===== src/rtl/tdm_frame_pkg.sv =====
package tdm_frame_pkg;

   typedef enum logic [1:0] {
      SLOT_8   = 2'd0,
      SLOT_16  = 2'd1,
      SLOT_32  = 2'd2,
      SLOT_BAD = 2'd3
   } slot_len_e;

   localparam int BIT_W = 5;

   function automatic logic [5:0] slot_bits(input logic [1:0] code);
      case (slot_len_e'(code))
         SLOT_8:  slot_bits = 6'd8;
         SLOT_16: slot_bits = 6'd16;
         SLOT_32: slot_bits = 6'd32;
         default: slot_bits = 6'd8;
      endcase
   endfunction

   function automatic logic [2:0] slot_shift(input logic [1:0] code);
      case (slot_len_e'(code))
         SLOT_8:  slot_shift = 3'd3;
         SLOT_16: slot_shift = 3'd4;
         SLOT_32: slot_shift = 3'd5;
         default: slot_shift = 3'd3;
      endcase
   endfunction

endpackage


===== src/rtl/tdm_edge_sync.sv =====
module tdm_edge_sync #(
   parameter int STAGES = 2
) (
   input  logic clk,
   input  logic rst_n,
   input  logic async_in,
   output logic level,
   output logic rise
);
   logic [STAGES-1:0] chain;
   logic              prev;

   for (genvar i = 0; i < STAGES; i++) begin : g_stage
      if (i == 0) begin : g_first
         always_ff @(posedge clk or negedge rst_n) begin
            if (!rst_n) chain[0] <= 1'b0;
            else        chain[0] <= async_in;
         end
      end else begin : g_next
         always_ff @(posedge clk or negedge rst_n) begin
            if (!rst_n) chain[i] <= 1'b0;
            else        chain[i] <= chain[i-1];
         end
      end
   end

   always_ff @(posedge clk or negedge rst_n) begin
      if (!rst_n) prev <= 1'b0;
      else        prev <= chain[STAGES-1];
   end

   assign level = chain[STAGES-1];
   assign rise  = chain[STAGES-1] & ~prev;
endmodule


===== src/rtl/tdm_cfg_check.sv =====
module tdm_cfg_check
   import tdm_frame_pkg::*;
#(
   parameter int DIV_W     = 10,
   parameter int CNT_W     = 4,
   parameter int MAX_SLOTS = 8
) (
   input  logic             clk,
   input  logic             rst_n,
   input  logic [DIV_W-1:0] frame_div,
   input  logic [1:0]       slot_len,
   input  logic [CNT_W-1:0] slot_cnt,
   input  logic             sync_long,
   output logic             cfg_err
);
   localparam int LEN_W  = DIV_W + 1;
   localparam int NEED_W = CNT_W + 6;
   localparam int CMP_W  = (LEN_W > NEED_W) ? LEN_W : NEED_W;

   logic [CMP_W-1:0] frame_len;
   logic [CMP_W-1:0] need_len;
   logic [CMP_W-1:0] one_slot;
   logic             bad_code;
   logic             too_many;
   logic             too_short;
   logic             long_tight;
   logic             err_d;

   always_comb begin
      frame_len  = CMP_W'(frame_div) + CMP_W'(1);
      one_slot   = CMP_W'(slot_bits(slot_len));
      need_len   = one_slot * CMP_W'(slot_cnt);
      bad_code   = (slot_len == SLOT_BAD);
      too_many   = (slot_cnt > CNT_W'(MAX_SLOTS));
      too_short  = (frame_len < need_len);
      long_tight = sync_long && (slot_cnt <= CNT_W'(1)) && (frame_len <= one_slot);
      err_d      = bad_code | too_many | too_short | long_tight;
   end

   always_ff @(posedge clk or negedge rst_n) begin
      if (!rst_n) cfg_err <= 1'b0;
      else        cfg_err <= err_d;
   end
endmodule


===== src/rtl/tdm_pos_counter.sv =====
module tdm_pos_counter #(
   parameter int DIV_W = 10
) (
   input  logic             clk,
   input  logic             rst_n,
   input  logic             active,
   input  logic             step,
   input  logic             resync,
   input  logic [DIV_W-1:0] resync_val,
   input  logic [DIV_W-1:0] frame_div,
   output logic [DIV_W-1:0] pos
);
   always_ff @(posedge clk or negedge rst_n) begin
      if (!rst_n) begin
         pos <= '0;
      end else if (!active) begin
         pos <= '0;
      end else if (step) begin
         if (resync)                 pos <= resync_val;
         else if (pos >= frame_div)  pos <= '0;
         else                        pos <= pos + DIV_W'(1);
      end
   end
endmodule


===== src/rtl/tdm_frame_timer.sv =====
module tdm_frame_timer
   import tdm_frame_pkg::*;
#(
   parameter int DIV_W       = 10,
   parameter int CNT_W       = 4,
   parameter int MAX_SLOTS   = 8,
   parameter int SYNC_STAGES = 2,
   parameter bit SLAVE_EN    = 1'b1
) (
   input  logic             clk,
   input  logic             rst_n,
   input  logic             glb_en,
   input  logic             role_slave,
   input  logic             sync_long,
   input  logic             sync_early,
   input  logic [1:0]       slot_len,
   input  logic [CNT_W-1:0] slot_cnt,
   input  logic [DIV_W-1:0] frame_div,
   input  logic             bit_tick,
   input  logic             ext_bclk,
   input  logic             ext_fsync,
   output logic             bclk_en,
   output logic             fsync_out,
   output logic [DIV_W-4:0] slot_idx,
   output logic [4:0]       bit_idx,
   output logic             cfg_err
);
   localparam int SLOT_W = DIV_W - 3;

   if (DIV_W < 6) begin : g_bad_div
      $error("DIV_W must hold at least one 32-bit slot");
   end
   if (SYNC_STAGES < 2) begin : g_bad_sync
      $error("SYNC_STAGES must be at least 2");
   end
   if (MAX_SLOTS < 1 || MAX_SLOTS >= (1 << CNT_W)) begin : g_bad_slots
      $error("MAX_SLOTS must fit in CNT_W bits");
   end

   logic             active;
   logic             step;
   logic             resync;
   logic [DIV_W-1:0] resync_val;
   logic [DIV_W-1:0] pos;
   logic             slv_tick;
   logic             slv_sync_rise;
   logic [5:0]       cur_bits;
   logic [2:0]       cur_shift;
   logic             fs_raw;

   tdm_cfg_check #(
      .DIV_W     (DIV_W),
      .CNT_W     (CNT_W),
      .MAX_SLOTS (MAX_SLOTS)
   ) u_cfg (
      .clk       (clk),
      .rst_n     (rst_n),
      .frame_div (frame_div),
      .slot_len  (slot_len),
      .slot_cnt  (slot_cnt),
      .sync_long (sync_long),
      .cfg_err   (cfg_err)
   );

   assign active = glb_en & ~cfg_err;

   if (SLAVE_EN) begin : g_slave
      logic bclk_lvl;
      logic bclk_rise;
      logic fs_lvl;
      logic fs_rise_unused;
      logic fs_last_bit;

      tdm_edge_sync #(.STAGES(SYNC_STAGES)) u_bclk_sync (
         .clk      (clk),
         .rst_n    (rst_n),
         .async_in (ext_bclk),
         .level    (bclk_lvl),
         .rise     (bclk_rise)
      );

      tdm_edge_sync #(.STAGES(SYNC_STAGES)) u_fs_sync (
         .clk      (clk),
         .rst_n    (rst_n),
         .async_in (ext_fsync),
         .level    (fs_lvl),
         .rise     (fs_rise_unused)
      );

      always_ff @(posedge clk or negedge rst_n) begin
         if (!rst_n)                  fs_last_bit <= 1'b0;
         else if (!active)            fs_last_bit <= 1'b0;
         else if (bclk_rise)          fs_last_bit <= fs_lvl;
      end

      assign slv_tick      = bclk_rise;
      assign slv_sync_rise = fs_lvl & ~fs_last_bit;
   end else begin : g_no_slave
      assign slv_tick      = 1'b0;
      assign slv_sync_rise = 1'b0;
   end

   always_comb begin
      if (role_slave) begin
         step   = slv_tick;
         resync = slv_sync_rise;
      end else begin
         step   = bit_tick;
         resync = 1'b0;
      end
      resync_val = (!sync_long && sync_early) ? frame_div : '0;
   end

   tdm_pos_counter #(.DIV_W(DIV_W)) u_pos (
      .clk        (clk),
      .rst_n      (rst_n),
      .active     (active),
      .step       (step),
      .resync     (resync),
      .resync_val (resync_val),
      .frame_div  (frame_div),
      .pos        (pos)
   );

   always_comb begin
      cur_bits  = slot_bits(slot_len);
      cur_shift = slot_shift(slot_len);
      if (sync_long)       fs_raw = (pos < DIV_W'(cur_bits));
      else if (sync_early) fs_raw = (pos == frame_div);
      else                 fs_raw = (pos == '0);
   end

   assign bclk_en   = active & step;
   assign fsync_out = active & ~role_slave & fs_raw;
   assign bit_idx   = BIT_W'(pos) & BIT_W'(cur_bits - 6'd1);
   assign slot_idx  = SLOT_W'(pos >> cur_shift);
endmodule


===== config.mk =====
export PLATFORM = sky130hd
export DESIGN_NAME = tdm_frame_timer
export DESIGN_NICKNAME = d
export VERILOG_FILES = /design/src/rtl/tdm_frame_pkg.sv /design/src/rtl/tdm_edge_sync.sv /design/src/rtl/tdm_cfg_check.sv /design/src/rtl/tdm_pos_counter.sv /design/src/rtl/tdm_frame_timer.sv
export SDC_FILE = /design/constraint.sdc
export NUM_CORES = 1
export LEC_CHECK = 0
export ABC_AREA = 1
export BUFFER_PORTS_ARGS = -buffer_cell sky130_fd_sc_hd__buf_2
export CAP_MARGIN = 20
export CORE_ASPECT_RATIO = 0.6
export CORE_UTILIZATION = 43
export DETAILED_ROUTE_END_ITERATION = 7
export GPL_TIMING_DRIVEN = 0
export PLACE_DENSITY = 0.63
export SLEW_MARGIN = 20
export SYNTH_ARGS = -nofsm -noshare
export SYNTH_HDL_FRONTEND = slang
export SYNTH_SLANG_ARGS = --single-unit
export TNS_END_PERCENT = 100

===== constraint.sdc =====
create_clock -name clk -period 2.8 [get_ports clk]
set_input_delay 0.56 -clock clk [delete_from_list [all_inputs] [get_ports clk]]
set_output_delay 0.56 -clock clk [all_outputs]
set_load 0.02 [all_outputs]

* Yosys cells after proc, flatten, opt, wreduce, memory -nomap -nowiden
Cells that the tools add are included.
** Storage, ports and cells
- Flip-flop bits (word level) :: 17
- Input port bits :: 25
- Output and inout port bits :: 15
- Word-level logic and storage cells :: 57
** Cells by class
- Add/sub/neg operators :: 3
- Multipliers :: 1
- $lt $le $gt $ge :: 6
- Eq/ne operators :: 6
- Shift operators :: 1
- Muxes and demuxes :: 13
- Bitwise logic cells :: 14
- Reduce and logical (&&, ||, !) cells :: 5
** Operator list (number)
- $mux 10 :: 5
- $pmux 6 s2 :: 1
- $add 10x1->11 const B :: 1
- $le 11x6->1 :: 1
- $lt 11x10->1 :: 1
- $add 10x1->10 const B :: 1
- $eq 10x10->1 :: 1
- $ge 10x10->1 :: 1
- $logic_not 10->1 :: 1
- $lt 10x6->1 :: 1
- $mul 6x4->10 :: 1
- $shr 10x3->7 :: 1
- $and 1x1->1 :: 6
- $mux 1 :: 6
- $pmux 3 s2 :: 1
- $and 5x5->5 :: 1
- $sub 5x1->5 const B :: 1
- $eq 2x2->1 const B :: 2
- $gt 4x4->1 const B :: 1
- $le 4x1->1 const B :: 1
- $ne 2x1->1 const B :: 2
- $not 1->1 :: 4
- $logic_and 1x1->1 :: 3
- $or 1x1->1 :: 3
- 2 further kinds :: 2

* Longest topological paths before layout
Gate-level depths: netlist of run 1.
- Word-level depth :: 6
- Depth in mapped cells :: 17
- Mapped depth without buffers :: 16

* Hierarchy
From an unflattened synthesis of run 1, not the netlist that was laid out.
** Unflattened totals
- Cells, all modules :: 447
- Area, all modules :: 2732.6 µm²
** Modules (own cells, without submodules)
- tdm_pos_counter :: times used 1, cells an instance 162, area each 1006.0 µm², sequential area each 250.2 µm²
- tdm_cfg_check :: times used 1, cells an instance 147, area each 928.4 µm², sequential area each 25.0 µm²
- tdm_frame_timer :: times used 1, cells an instance 128, area each 628.1 µm², sequential area each 25.0 µm²
- tdm_edge_sync :: times used 2, cells an instance 5, area each 85.1 µm², sequential area each 75.1 µm²

* Worst setup path after synthesis of run 1
Ideal clock, no wire load.
- Path kind :: input port to flip-flop
- Start :: input port slot_len[0]
- End :: register u_cfg.cfg_err
- Setup time :: 0.118 ns
- Arrival :: 3.281 ns
- Required time :: 2.682 ns
- Path slack :: -0.598 ns
- Stages :: 16
- Path buffers :: 1
- Path through :: inv_1 ha_1 buf_4 nand2_1 inv_1 fa_1 ha_1 fa_1 nand3_1 nand2_1 xnor2_1 ha_1 inv_1 o211ai_1 nand3b_1 nand2_1
** On the way
- Longest elaborated chain between the ends :: 6
- Elaborated cells between the ends (all ways) :: 11
- Classes of those cells :: mul: 1; order compare: 2; eq/ne: 3; mux: 1; bitwise: 3; reduce/logical: 1
** Ends and longest elaborated chain
- start, declared :: line tdm_frame_timer.sv:16 : input logic [1:0] slot_len,
- $eq 2x2->1 / $eq 2x1->1 (equally long branches) :: line tdm_frame_pkg.sv:13 : case (slot_len_e'(code))
- $pmux 6 s2 :: line tdm_frame_pkg.sv:13
- $mul 6x4->10 :: line tdm_cfg_check.sv:32 : need_len = one_slot * CMP_W'(slot_cnt);
- $lt 11x10->1 :: line tdm_cfg_check.sv:35 : too_short = (frame_len < need_len);
- $or 1x1->1 :: line tdm_cfg_check.sv:37 : err_d = bad_code | too_many | too_short | long_tight;
- $or 1x1->1 * :: line tdm_cfg_check.sv:37
- via u_cfg.err_d :: line tdm_cfg_check.sv:27 : logic err_d;
- end signal, assigned :: line tdm_cfg_check.sv:42 : else cfg_err <= err_d;
- end, declared :: line tdm_cfg_check.sv:14 : output logic cfg_err
The timed path passes the listed nets; every way through them passes the cells marked *.
A chain may end at the register's enable or synchronous reset.

* Worst setup path after layout of run 1
- Start :: input port slot_len[1]
- End :: register u_cfg.cfg_err
Same word-level chain as after synthesis.

==> qor.yml, run 1 <==
setup_viol: 1
dr_total_vias: 2547
status: "finished, violations left"
drc_errors: 0
clkSinkCount: 17
synth_top_area_cell: "ha_1"
root_buffer: "clkbuf_8"
routedWlPerCell_um: 14.00
max_cap_viol_count: 0
async_reset_ff_share_pct: 100.0
die_y_um: 60
synthSimpleGateAreaFrac_pct: 34.72
synth_area_leaders: "ha_1, nand2_1, dfrtp_1, inv_1, nand3_1"
insertion_delay_ns: 0.26
r2r-start: "u_pos.pos[0]"
dp_slack_ns: -0.7312
placed_cell_area_mm2: 0.002746
clock-skew-final_ns: 0.001738
vias_per_cell: 5.125
die_area_mm2: 0.005920
cp-startpoint: "slot_len[1]"
netlist_instances: 383
relSlewSlack_pct: 53.27
ff_latch_area_um2: 425.4
synth_top_area_share_pct: 19.72
yosys_warnings: 0
endpoint: "u_cfg.cfg_err"
n_antenna_cell: 0
worstPathArrival_ns: 3.16
clockBufferDepth: 2
violations: "setup timing"
stdcell_count: 497
grt_max_degree: 18
rows: 20
peakVddDrop_mv: 0.2868
start_util_pct: 46.10
post-route-period-util_pct: 107.8
tns_ns: -0.2191
drt-initial-drc-count: 253
slew_viol_final: 0
reg2reg_depth: 11
antenna_found_initial: 0
finalCriticalPeriod_ns: 3.019
gp_congestion: 0.8732
dp.cells: 488
dpl.hpwl_um: 5338
cellPowerDensity_mw_per_mm2: 260.8
die_w_um: 98.67
crit_path_start_kind: "input pin"
synthAdderAreaFrac_pct: 21.38
portBuffers: 39
area_growth_pct: 23.61
seq_area_frac_synth_pct: 17.64
synth.avg_cell_area_um2: 6.295
grt_pass1_vias: 2184
synth_mux_area_share_pct: 0.4152
grt_overflow: 0
cts-htree-levels: 1
hold_viol: 0
final_nets: 497
rsz0062_at_grt: "yes"
core_mm2: 0.005230
r2r-end: "u_pos.pos[6]"
drt-total-wl_um: 6958
ant_nets: 0
drtPass1Iterations: 5
synth_compound_area_share_pct: 9.030
synth_top_family_by_area: "simple AND/OR/NAND/NOR gates"
synth_ff_type: "dfrtp_1"
syn_area_mm2: 0.002411
final_cell_area_mm2: 0.002980
drive_above_1_share_pct: 23.67
cts_tree: "yes"
p_leak_nw: 1.705
grt_usage_pct: 24.73
ys_ff_latch: 17
synthesis.nets: 448
synth.distinct_cells: 27
worstMarginPinSlew_ns: 0.6971
synth_xor_area_share_pct: 3.633
synth_edf_count: 0
numCtsBuffers: 3
r2r_setup_slack_ns: 0.99
fillers: 517
fin_ws_ns: -0.2191
cp_max_fo: 5
critPathKind: "input pin to flip-flop"
fmax_ghz: 0.3312
holdWs_ns: 0.2194
multi_input_area_mm2: 0.001844
crit_path_end_kind: "flip-flop"
clkSlewWorstSetupHoldPaths_ns: 0.07
worstPathRequired_ns: 2.94
pin_count: 40
worstHoldPathType: "input pin to asynchronous set/reset pin"
grt_pass1_wl_um: 11090
-- synthesized netlist by cell type (3+ instances only) --
cell / instances
dfrtp_1: 17
a21oi_1: 13
inv_1: 64
inv_2: 7
o21ai_0: 25
o21ai_1: 4
nand3_1: 33
nor2_2: 7
nand4_1: 5
nor2_1: 18
buf_4: 5
nand2_1: 118
ha_1: 38
xor2_1: 7
xnor2_1: 3
-- cell usage in the layout (no fill, tap or decap), types with 2 or more instances in the layout --
cell	n
xnor2_2	2
a21oi_1	11
buf_8	2
nor2_1	18
buf_2	38
o21ai_0	24
or3_1	2
xor2_1	7
ha_1	28
nor3_1	2
nor3_2	2
inv_1	58
o21ai_1	4
nor4_1	2
ha_4	10
nand2_1	114
a21oi_2	2
clkbuf_8	3
inv_2	11
nor2_2	7
nand2_2	5
nand4_1	5
dfrtp_1	17
nand3_1	32
fa_2	2
inv_4	2
buf_4	10
-- worst min-delay path by stage --
stage / start / endpoint / cells past startpoint / slack [ns]
2_1_floorplan: rst_n / g_slave.fs_last_bit / 0 / 0.26
3_3_place_gp: g_slave.u_bclk_sync.chain[0] / g_slave.u_bclk_sync.level / 0 / 0.33
3_5_place_dp: g_slave.u_bclk_sync.chain[0] / g_slave.u_bclk_sync.level / 0 / 0.34
4_1_cts: rst_n / u_pos.pos[8] / 1 / 0.23
5_1_grt: rst_n / u_pos.pos[2] / 1 / 0.25
6_report: rst_n / u_pos.pos[2] / 1 / 0.22
-- through the flow --
stage               power (W)  utilization, %
floorplan           0.0004459               -
global placement    0.0005317           52.51
detailed placement  0.0005362           52.51
CTS                 0.0007601           55.93
global route        0.0008303           56.99
finish              0.0007772           56.99
-- registers in the layout, summed over array words and instances, names as in the netlist --
register / cells
g_slave.u_fs_sync.chain: 1
g_slave.fs_last_bit: 1
g_slave.u_fs_sync.level: 1
g_slave.u_bclk_sync.level: 1
g_slave.u_bclk_sync.prev: 1
u_cfg.cfg_err: 1
g_slave.u_bclk_sync.chain: 1
u_pos.pos: 10
-- area by class of cell --
cell class,instances,area share [%]
Inverter,71,9.110
Buffer,7,1.679
Clock inverter,1,0.1679
Sequential cell,17,14.27
Timing Repair Buffer,45,8.732
Tap cell,66,2.771
Multi-Input combinational cell,287,61.88
Clock buffer,3,1.385
-- routing by layer --
| metal | track usage, % | wire (um) | vias up |
|---|---|---|---|
| met3 | 3.626 | 602 | 9 |
| met1 | 39.73 | 3602 | 1130 |
| met5 | 0 | 0 | - |
| met2 | 33.90 | 2688 | 100 |
| met4 | 5.117 | 64 | 0 |
| li1 | - | - | 1308 |
-- worst max-delay path: stages --
cell and delay (ns):
buf_8 0.09, inv_4 0.03, ha_4 0.15, buf_6 0.12
nand2_4 0.05, inv_2 0.03, fa_2 0.58, ha_4 0.22
fa_2 0.35, nand3_2 0.08, nand2_2 0.06, xnor2_2 0.13
ha_1 0.31, inv_1 0.04, o211ai_1 0.15, nand3b_1 0.13
nand2_1 0.08
-- power breakdown --
part           total [W]  switching [W]  internal, W  leakage [nW]
Clock           0.000191      0.0000919    0.0000990        0.0255
Combinational   0.000327       0.000192     0.000134          1.46
Sequential      0.000260     0.00000699     0.000253         0.222
Total           0.000777       0.000291     0.000486          1.71
-- logic make-up (layout without fill, tap and decap cells) --
logic type / Yosys count / after routing
flip-flops: 17 / 17
XOR/XNOR: 10 / 10
buffers and inverters: 79 / 127
AO/OA/AOI/OAI: 43 / 43
multiplexers: 1 / 1
AND/OR/NAND/NOR: 193 / 193
adder cells (fa/ha/maj): 40 / 40
-- what timing repair did --
action                                  CTS  global route
gates resized for setup                  23             9
endpoints found under the setup margin    1             2
buffers inserted                          6             0
gates cloned                              0             0
pin swaps                                15            12
hold buffers                              0             0
No activity file was read; power rests on OpenSTA's default activity.
==> inputs of run 2 (changes only) <==
--- a/config.mk
+++ b/config.mk
@@ -10,9 +10,12 @@
 export CAP_MARGIN = 20
 export CORE_ASPECT_RATIO = 0.6
 export CORE_UTILIZATION = 43
+export CTS_CLUSTER_DIAMETER = 50
 export DETAILED_ROUTE_END_ITERATION = 7
 export GPL_TIMING_DRIVEN = 0
+export MAX_ROUTING_LAYER = met4
 export PLACE_DENSITY = 0.63
+export RECOVER_POWER = 25
 export SLEW_MARGIN = 20
 export SYNTH_ARGS = -nofsm -noshare
 export SYNTH_HDL_FRONTEND = slang
==> qor.yml, run 2 (synthesis results as in run 1) <==
drive_above_1_share_pct: 23.43
finalCriticalPeriod_ns: 3.033
max_cap_viol_count: 0
worstPathArrival_ns: 3.17
setup_viol: 1
worst_path_largest_cell_delay_ns: 0.58
violations: "setup timing"
grt_usage_pct: 25.59
crit_chain: "buf_8 -> inv_4 -> ha_4 -> buf_6 -> nand2_4 -> inv_2 -> fa_2 -> ha_4 -> fa_2 -> nand3_2 -> nand2_2 -> xnor2_2 -> ha_1 -> inv_1 -> o211ai_1 -> nand3b_1 -> nand2_1"
root_buffer: "clkbuf_8"
cts-htree-levels: 1
min_from: "g_slave.u_bclk_sync.chain[0]"
crit_slowest_cell: "fa_2"
die_w_um: 98.67
peakVddDrop_mv: 0.2792
crit_path_end_kind: "flip-flop"
dp_slack_ns: -0.7312
numCtsBuffers: 3
fmax_ghz: 0.3297
use_met2_pct: 34.21
clkSinkCount: 17
worstPathRequired_ns: 2.93
crit_family: "adder cells"
hold_buffers: 0
dr_total_vias: 2535
grt_pass1_vias: 2182
worstHoldPathType: "flip-flop to flip-flop"
critPathKind: "input pin to flip-flop"
total_power_w: 0.0007736
path_buf_inv: 5
cp-startpoint: "slot_len[1]"
clkSlewWorstSetupHoldPaths_ns: 0.07
portBuffers: 39
relSlewSlack_pct: 37.42
tns_ns: -0.2334
p_leak_nw: 1.703
hold_viol: 0
post-route-period-util_pct: 108.3
cp_max_fo: 5
die_y_um: 60
rows: 20
grt.busiest_layer: "met1"
clockBufferDepth: 2
grt_overflow: 0
rsz0062_at_grt: "yes"
drtPass1Iterations: 5
crit_cells: 17
cts_tree: "yes"
clock-skew-final_ns: 0.004347
largest_reg_flops: 10
insertion_delay_ns: 0.26
n_antenna_cell: 0
reg2reg_depth: 11
grtUsageMet1_pct: 39.73
dpl.hpwl_um: 5338
ant_nets: 0
worstMarginPinSlew_ns: 0.9387
vias_per_cell: 5.101
worstHoldPathCells: 0
final_nets: 497
grt_max_degree: 18
regMostFlops: "u_pos.pos"
pin_count: 40
gp_congestion: 0.8876
crit_path_start_kind: "input pin"
final_core_util_pct: 56.96
start_util_pct: 46.10
cellPowerDensity_mw_per_mm2: 259.7
area_growth_pct: 23.56
r2r-start: "u_pos.pos[0]"
die_area_mm2: 0.005920
slew_viol_final: 0
drc_errors: 0
routedWlPerCell_um: 13.97
status: "finished, violations left"
grt_pass1_wl_um: 11100
met3_usage_pct: 3.626
antenna_found_initial: 0
core_mm2: 0.005230
layout_common_cells: "nand2_1, inv_1, buf_2"
fin_ws_ns: -0.2334
drt-initial-drc-count: 311
drt-total-wl_um: 6945
layout_commonest_cell: "nand2_1"
==> run 2: power by group <==
| group | leakage (nW) | total (W) | internal [W] | switching [W] |
|---|---|---|---|---|
| clock | 0.0255 | 0.000188 | 0.0000989 | 0.0000887 |
| combinational | 1.46 | 0.000326 | 0.000134 | 0.000192 |
| sequential | 0.222 | 0.000260 | 0.000253 | 0.00000691 |
==> run 2: final timing paths <==
| kind | to | slack (ns) |
|---|---|---|
| min in group asynchronous | u_pos.pos[4] | 0.42 |
| max in group asynchronous | g_slave.u_bclk_sync.chain[0] | 1.81 |
| min | g_slave.u_bclk_sync.level | 0.35 |
| min reg2reg | g_slave.u_bclk_sync.level | 0.35 |
| max reg2reg | u_pos.pos[6] | 0.98 |
| max | u_cfg.cfg_err | -0.23 |
==> run 2: worst reg2reg max path, stage by stage, from the launching register on <==
cell,delay (ns)
dfrtp_1,0.45
inv_1,0.12
ha_1,0.31
nand2_1,0.11
nand2_1,0.06
nor2_1,0.11
nor2_2,0.07
nor2_4,0.19
nand3_1,0.10
nand2_1,0.09
nand3_1,0.07
nand2_1,0.07
==> run 2: through the flow <==
| stage | cells | area, um2 | hold slack [ns] |
|---|---|---|---|
| after CTS | 497 | 2925 | 0.2326 |
| final | 497 | 2979 | 0.3493 |
| after floorplan | 383 | 2469 | 0.2644 |
| after global routing | 497 | 2979 | 0.3543 |
| after global placement | 488 | 2746 | 0.3326 |
| after detailed placement | 488 | 2746 | 0.3373 |
==> run 2: timing repair <==
| item | in CTS | in global routing |
|---|---|---|
| setup endpoints to repair | 1 | 2 |
| pin swaps | 15 | 12 |
| buffers inserted | 6 | 0 |
| gates resized for setup | 23 | 9 |
==> run 2: final cells by class <==
cell class,count,area [um2]
Fill cell,517,2251
Multi-Input combinational cell,287,1844
Sequential cell,17,425.4
Inverter,71,271.5
Timing Repair Buffer,45,259.0
Tap cell,66,82.58
Buffer,7,50.05
Clock buffer,3,41.29
Clock inverter,1,5.005
==> run 2: metal layers <==
layer / wire, um / vias to the layer above
met4: 72 / 0
met2: 2741 / 83
met3: 448 / 11
met5: 0 / -
li1: - / 1309
met1: 3682 / 1132
==> inputs of run 3 (changes only) <==
--- a/config.mk
+++ b/config.mk
@@ -14,7 +14,7 @@
 export DETAILED_ROUTE_END_ITERATION = 7
 export GPL_TIMING_DRIVEN = 0
 export MAX_ROUTING_LAYER = met4
-export PLACE_DENSITY = 0.63
+export PLACE_DENSITY_LB_ADDON = 0.08
 export RECOVER_POWER = 25
 export SLEW_MARGIN = 20
 export SYNTH_ARGS = -nofsm -noshare
==> qor.yml, run 3 (synthesis results as in run 1) <==
status: "finished, violations left"
violations: "setup timing"
hold_buffers: 0
fin_ws_ns: -0.2218
grt_max_degree: 18
crit_path_start_kind: "input pin"
dr_total_vias: 2511
core_mm2: 0.005230
final_core_util_pct: 57.11
grt_usage_pct: 24.84
rows: 20
grt_pass1_vias: 2175
die_y_um: 60
pin_count: 40
clockBufferDepth: 2
total_power_w: 0.0007763
grt_pass1_wl_um: 10860
area_growth_pct: 23.87
final_cell_area_mm2: 0.002987
whs_endpoint: "g_slave.u_bclk_sync.level"
r2r-start: "u_pos.pos[8]"
r2r_setup_slack_ns: 0.98
drt-total-wl_um: 6871
drtPass1Iterations: 5
routedWlPerCell_um: 13.71
start_util_pct: 46.10
regMostFlops: "u_pos.pos"
post-route-period-util_pct: 107.9
max_cap_viol_count: 0
rsz0062_at_grt: "yes"
cp_max_fo: 4
die_area_mm2: 0.005920
fillers: 546
crit_path_end_kind: "flip-flop"
relSlewSlack_pct: 36.90
numCtsBuffers: 3
crit_chain: "buf_8 -> inv_4 -> ha_4 -> buf_6 -> nand2_2 -> inv_2 -> fa_2 -> ha_4 -> fa_2 -> nand3_2 -> nand2_1 -> xnor2_1 -> ha_1 -> inv_1 -> o211ai_1 -> nand3b_1 -> nand2_2"
ff_latch_area_um2: 425.4
ant_nets: 0
placed_cell_area_mm2: 0.002746
layout_common_cells: "nand2_1, inv_1, buf_2"
n_antenna_cell: 0
cellPowerDensity_mw_per_mm2: 259.9
gp_congestion: 0.9030
worstHoldPathCells: 0
worstPathArrival_ns: 3.16
cts_tree: "yes"
dp_slack_ns: -0.7296
dpl.hpwl_um: 5317
setup_viol: 1
clkSlewWorstSetupHoldPaths_ns: 0.06
fmax_ghz: 0.3309
slew_viol_final: 0
worst_path_largest_cell_delay_ns: 0.59
vias_per_cell: 5.012
path_buf_inv: 5
clock-skew-final_ns: 0.004546
drive_above_1_share_pct: 24.60
die_w_um: 98.67
drc_errors: 0
p_leak_nw: 1.708
min_from: "g_slave.u_bclk_sync.chain[0]"
hold_viol: 0
clkSinkCount: 17
worstHoldPathType: "flip-flop to flip-flop"
crit_family: "adder cells"
worstPathRequired_ns: 2.94
worstMarginPinSlew_ns: 0.9466
drt-initial-drc-count: 225
peakVddDrop_mv: 0.1916
antenna_found_initial: 0
root_buffer: "clkbuf_8"
cts-htree-levels: 1
multi_input_area_mm2: 0.001819
r2r-end: "u_pos.pos[8]"
crit_slowest_cell: "fa_2"
insertion_delay_ns: 0.26
critPathKind: "input pin to flip-flop"
reg2reg_depth: 10
layout_commonest_cell: "nand2_1"
grt_overflow: 0
largest_reg_flops: 10
finalCriticalPeriod_ns: 3.022
portBuffers: 39
final_nets: 501
[run 3: cell count changes in the layout (fill, tap and decap cells not counted), moves of 2 or more]
cell	change
buf_4	+5
xnor2_2	-2
nand2_2	+3
inv_1	-2
xnor2_1	+2
nand2_1	-2
[run 3: layer usage]
metal / vias up / GRT usage, % / routed length, um
met1: 1112 / 37.91 / 3733
met2: 82 / 35.71 / 2676
li1: 1314 / - / -
met3: 3 / 3.626 / 452
met5: - / - / 0
met4: 0 / 1.279 / 8
[run 3: worst max-delay path by stage]
stage          cells past startpoint            end  slack, ns         from
3_3_place_gp                      16  u_cfg.cfg_err      -0.70  slot_len[1]
6_report                          17  u_cfg.cfg_err      -0.22  slot_len[1]
3_5_place_dp                      17  u_cfg.cfg_err      -0.73  slot_len[1]
2_1_floorplan                     17  u_cfg.cfg_err      -0.31  slot_len[0]
5_1_grt                           18  u_cfg.cfg_err      -0.32  slot_len[1]
4_1_cts                           17  u_cfg.cfg_err      -0.23  slot_len[1]
[run 3: per-stage QoR]
step | setup TNS [ns] | instances | hold slack (ns)
floorplan | -0.3078 | 383 | 0.2644
global placement | -0.7013 | 488 | 0.3352
detailed placement | -0.7296 | 488 | 0.3397
CTS | -0.2348 | 499 | 0.2298
global route | -0.3246 | 501 | 0.3561
finish | -0.2218 | 501 | 0.3523
[run 3: power breakdown]
group | leakage [nW] | total, W | internal, W | switching, W
clock network | 0.0255 | 0.000187 | 0.0000989 | 0.0000877
registers | 0.222 | 0.000260 | 0.000253 | 0.00000668
logic | 1.46 | 0.000330 | 0.000135 | 0.000195
total | 1.71 | 0.000776 | 0.000487 | 0.000289
[run 3: area by class of cell]
class                   instances  share of cell area [%]
clock inverters                 1                  0.1676
inverters                      71                   9.217
multi-input cells             287                   60.91
plain buffers                   7                   1.676
repair buffers                 49                   9.636
clock buffers                   3                   1.382
well taps                      66                   2.765
flip-flops and latches         17                   14.24
[run 3: repair_timing]
| item | CTS | global route |
|---|---|---|
| setup endpoints to repair | 1 | 2 |
| resized for setup | 21 | 12 |
| pin swaps | 16 | 10 |
| setup buffers | 8 | 2 |
